## src/rtl/spi_fifo_irq_ctl.sv

```systemverilog
module spi_fifo_irq_ctl #(
  parameter int DEPTH = 32,
  localparam int LW = $clog2(DEPTH) + 1
) (
  input  logic          clk,
  input  logic          rst_n,
  input  logic          enable,
  input  logic          busy_in,
  input  logic          tgt_tx_busy_in,
  input  logic [LW-1:0] tx_level,
  input  logic [LW-1:0] rx_level,
  input  logic          tx_push,
  input  logic          rx_push,
  input  logic          rx_pop,
  input  logic          cs_gone,
  input  logic [LW-1:0] tx_thr,
  input  logic [LW-1:0] rx_thr,
  input  logic [LW-1:0] tx_wm,
  input  logic [LW-1:0] rx_wm,
  input  logic [6:0]    irq_mask,
  input  logic          clr_wr,
  input  logic [3:0]    clr_bits,
  input  logic [1:0]    dma_en,
  output logic [5:0]    status,
  output logic [6:0]    raw_irq,
  output logic [6:0]    masked_irq,
  output logic          irq,
  output logic          tx_dma_req,
  output logic          rx_dma_req
);
  localparam logic [LW-1:0] FULL = LW'(DEPTH);

  logic [LW-1:0] tx_thr_q, rx_thr_q, tx_wm_q, rx_wm_q;
  logic tx_ovf_q, rx_ovf_q, rx_udf_q, cs_q;

  wire tx_full  = (tx_level == FULL);
  wire rx_full  = (rx_level == FULL);
  wire tx_empty = (tx_level == '0);
  wire rx_empty = (rx_level == '0);

  wire tx_ovf_set = tx_push & tx_full;
  wire rx_ovf_set = rx_push & rx_full;
  wire rx_udf_set = rx_pop & rx_empty;

  wire clr_all = clr_wr & clr_bits[0];
  wire clr_udf = clr_all | (clr_wr & clr_bits[1]);
  wire clr_rov = clr_all | (clr_wr & clr_bits[2]);
  wire clr_tov = clr_all | (clr_wr & clr_bits[3]);

  always_ff @(posedge clk or negedge rst_n) begin
    if (!rst_n) begin
      tx_thr_q <= '0;
      rx_thr_q <= '0;
      tx_wm_q  <= '0;
      rx_wm_q  <= '0;
    end else if (!enable) begin
      tx_thr_q <= tx_thr;
      rx_thr_q <= rx_thr;
      tx_wm_q  <= tx_wm;
      rx_wm_q  <= rx_wm;
    end
  end

  always_ff @(posedge clk or negedge rst_n) begin
    if (!rst_n) begin
      tx_ovf_q <= 1'b0;
      rx_ovf_q <= 1'b0;
      rx_udf_q <= 1'b0;
      cs_q     <= 1'b0;
    end else begin
      tx_ovf_q <= tx_ovf_set | (tx_ovf_q & ~clr_tov);
      rx_ovf_q <= rx_ovf_set | (rx_ovf_q & ~clr_rov);
      rx_udf_q <= rx_udf_set | (rx_udf_q & ~clr_udf);
      cs_q     <= cs_gone    | (cs_q & ~clr_all);
    end
  end

  assign status = {tgt_tx_busy_in, rx_full, rx_empty, tx_empty, tx_full, busy_in};

  assign raw_irq = {cs_q, 1'b0, (rx_level > rx_thr_q), rx_ovf_q, rx_udf_q,
                    tx_ovf_q, (tx_level <= tx_thr_q)};
  assign masked_irq = raw_irq & irq_mask;
  assign irq        = |masked_irq;

  assign rx_dma_req = enable & dma_en[0] & (rx_level > rx_wm_q);
  assign tx_dma_req = enable & dma_en[1] & (tx_level <= tx_wm_q);


  tx_ovf_set_chk: assert property (@(posedge clk) disable iff (!rst_n)
    (tx_push && tx_level == FULL) |=> raw_irq[1]);


  tx_ovf_hold_chk: assert property (@(posedge clk) disable iff (!rst_n)
    (raw_irq[1] && !(clr_wr && (clr_bits[0] || clr_bits[3]))) |=> raw_irq[1]);


  rx_udf_set_chk: assert property (@(posedge clk) disable iff (!rst_n)
    (rx_pop && rx_level == '0) |=> raw_irq[2]);


  tov_clear_chk: assert property (@(posedge clk) disable iff (!rst_n)
    (clr_wr && clr_bits[3] && !(tx_push && tx_level == FULL)) |=> !raw_irq[1]);


  cs_set_chk: assert property (@(posedge clk) disable iff (!rst_n)
    cs_gone |=> raw_irq[6]);


  mask_zero_chk: assert property (@(posedge clk) disable iff (!rst_n)
    (irq_mask == '0) |-> !irq);


  dma_off_chk: assert property (@(posedge clk) disable iff (!rst_n)
    !enable |-> (!tx_dma_req && !rx_dma_req));


  thr_frozen_chk: assert property (@(posedge clk) disable iff (!rst_n)
    $past(enable) |-> ($stable(rx_thr_q) && $stable(tx_thr_q)));
endmodule

```

## config.mk

```make
export PLATFORM = sky130hd
export DESIGN_NAME = spi_fifo_irq_ctl
export DESIGN_NICKNAME = d
export VERILOG_FILES = /design/src/rtl/spi_fifo_irq_ctl.sv
export SDC_FILE = /design/constraint.sdc
export NUM_CORES = 1
export LEC_CHECK = 0
export ABC_AREA = 1
export BUFFER_PORTS_ARGS = -buffer_cell sky130_fd_sc_hd__buf_2
export CORE_MARGIN = 5
export CORE_UTILIZATION = 51
export CTS_CLUSTER_SIZE = 12
export DETAILED_ROUTE_END_ITERATION = 8
export MAX_ROUTING_LAYER = met4
export PLACE_DENSITY = 0.88
export SYNTH_ARGS = -nofsm -noshare
export SYNTH_HDL_FRONTEND = slang
export SYNTH_SLANG_ARGS = --single-unit
export TNS_END_PERCENT = 50
```

## constraint.sdc

```tcl
create_clock -name clk -period 2.7 [get_ports clk]
set_input_delay 0.81 -clock clk [delete_from_list [all_inputs] [get_ports clk]]
set_output_delay 0.81 -clock clk [all_outputs]
set_load 0.03 [all_outputs]
```

==> results.toml <==
[layout]
fin_cells = 351
n_antenna_cell = 0
n_fill_cell = 315
area_growth_pct = 31.43
drive_above_1_share_pct = 35.64
final_nets = 388

[worst_hold_path]
min_path_type = "reg2reg"
min_path_cells = 1

[critical_path]
crit_type = "in2out"
ff2ff_path_depth = 1
cp_max_fo = 3
critPathCaptureType = "output pin"
critical_path.top_delay_family = "simple AND/OR/NAND/NOR gates"
cp-start-kind = "input port"
cp.buffers_inverters = 2
cp.required_ps = 1890
slowest_stage = "ha_1"
cp.depth = 9
cpMostUsedCell = "nand3_2"
cp_cell_sequence = "buf_2 -> ha_1 -> nand2_2 -> nor2_2 -> nand2_1 -> nand3_2 -> nand3_4 -> nand3_2 -> buf_6"
arrival_ps = 1910
cpPeakStageDelay_ps = 290

[grt]
grt_pass1_vias = 1762
grt_overflow_total = 0
grt_pass1_wl_um = 7396
antenna_found_initial = 0
grt_max_degree = 29
globalRouteTotalUtil_pct = 18.64

[yosys]
synth_top_area_share_pct = 36.82
syn_area_per_cell_sq_um = 7.996
yosysMostFrequentCell = "inv_1"
syn-cell-area_sq_um = 1903
synthArstFlopShare_pct = 100.0
ys_warn_count = 0
synth_flop_cell = "dfrtp_1"
synth_top_cells_by_area = "dfrtp_1, ha_1, inv_1"
yosysSeqAreaShare_pct = 36.82
syn_inst = 238
synth_edf_count = 0
yosys.area.top_type = "dfrtp_1"
synth_commonest_cells = "inv_1, nand2_1, nor2_1, dfrtp_1, a21oi_1"
ys_types = 22
yosys_register_bits = 28

[cts]
cts_tree = "done"
insertion_delay_ps = 270
cts_setup_buffers = 0
htree_levels = 1
clk_pin_slew_ps = 90
cts_buffers = 3
holdBufCountCts = 0
clockBufferDepth = 2
clock-root-buffer = "clkbuf_8"
cts_sinks = 28

[detailed_routing]
viasPerCell = 4.869
antenna_left = 0
first_pass_iters = 4
vias = 1709
wl_per_cell_um = 13.68
initialDrtViolationCount = 82
routed_wl_um = 4801
drcViolationCount = 0

[die]
core_area_sq_um = 3633
initial_core_util_pct = 52.38
dieArea_sq_um = 5053
rows = 22
ios = 82
die_y_um = 71.09
die-width_um = 71.09

[timing]
setup_tns_ps = -44.06
final_min_period_over_clock_period_pct = 100.9
rsz0062_at_grt = "yes"
worst_pin_slew_ps = 634.3
setup_slack_ps = -23.00
setup_violations = 2
finClkSkew_ps = 0
slew_violations = 0
min_period_ps = 2723
relSlewSlack_pct = 57.72
finalHoldViolations = 0
fmax_mhz = 367.2

[status]
outcome = "complete, but fails checks"
violations = "negative setup slack"

[job]
cap_violations = 0

[placement]
dpl.hpwl_um = 3513
routabilityCongestion = 0.8298
dp_cells = 348
io_buffers = 74

[pwr]
powerDensity_nw_per_um2 = 425.4
p_leak_nw = 1.425
ir_worst_vdd_mv = 0.2961
[power by group]
part / total, mW / switching [mW] / leakage, nW / internal, mW
clock: 0.227 / 0.126 / 0.0216 / 0.100
combinational: 0.373 / 0.215 / 1.08 / 0.158
sequential: 0.465 / 0.0119 / 0.321 / 0.453
[final timing paths]
| path | from | to | slack [ps] |
|---|---|---|---|
| setup / recovery | rx_level[4] | irq | -20 |
| hold / removal | cs_q | cs_q | 510 |
| setup reg to reg | tx_wm_q[0] | tx_wm_q[0] | 1880 |
| hold reg to reg | cs_q | cs_q | 510 |
| max in group asynchronous | rst_n | rx_thr_q[3] | 1740 |
| min in group asynchronous | rst_n | tx_thr_q[3] | 550 |
[metrics by stage]
| step | cell area (sq um) | setup slack (ps) | hold slack (ps) | power, mW | util, % |
|---|---|---|---|---|---|
| 2_1_floorplan | 1907 | 20.19 | 468.4 | 0.6762 | - |
| 3_3_place_gp | 2245 | -59.15 | 481.7 | 0.7588 | 61.78 |
| 3_5_place_dp | 2245 | -80.37 | 489.6 | 0.7752 | 61.78 |
| 4_1_cts | 2392 | -15.58 | 511.2 | 1.029 | 65.84 |
| 5_1_grt | 2501 | -99.03 | 537.1 | 1.130 | 68.84 |
| 6_report | 2501 | -23.00 | 512.4 | 1.064 | 68.84 |
[final cells by class]
cell class | instances | area (sq um) | area share [%]
repair buffers | 78 | 461.7 | 18.46
flip-flops and latches | 28 | 700.7 | 28.01
multi-input cells | 152 | 1080 | 43.17
inverters | 42 | 157.7 | 6.303
well taps | 48 | 60.06 | 2.401
clock buffers | 3 | 41.29 | 1.651
[sequential cells by signal, summed over array words and instances (netlist names)]
| signal | count |
|---|---|
| tx_ovf_q | 1 |
| rx_wm_q | 6 |
| tx_thr_q | 6 |
| cs_q | 1 |
| tx_wm_q | 6 |
| rx_thr_q | 6 |
| rx_udf_q | 1 |
| rx_ovf_q | 1 |
[logic make-up (layout without fill, tap and decap cells)]
group,count (synthesis),count (layout),share of synthesized area [%]
simple gates,90,90,21.30
other cells,1,2,0.1970
mux,4,4,2.367
compound gates,32,32,8.810
fa+ha+maj,24,24,15.78
buf+inv,59,123,14.73
flops,28,28,36.82
[repair_timing]
item,4_1_cts,5_1_grt
resized for setup,16,27
setup endpoints to repair,5,7
pin swaps,7,18
[layer usage]
metal | up-vias | GRT usage [%] | wire length (um)
met3 | 10 | 2.699 | 290
met1 | 773 | 20.64 | 1983
li1 | 864 | - | -
met5 | - | - | 0
met4 | 0 | 7.098 | 110
met2 | 62 | 33.57 | 2416
[placed cells by master (no fill, tap or decap), types with 3 or more instances in the layout]
| cell | n |
|---|---|
| buf_2 | 65 |
| inv_1 | 42 |
| nand2_1 | 35 |
| nor2_1 | 28 |
| dfrtp_1 | 28 |
| a21oi_1 | 26 |
| ha_1 | 15 |
| ha_4 | 9 |
| nand3_1 | 8 |
| buf_6 | 7 |
| nand2_2 | 5 |
| buf_4 | 5 |
| nand3_2 | 4 |
| mux2_1 | 4 |
| clkbuf_8 | 3 |
(Power assumes the default switching activity.)
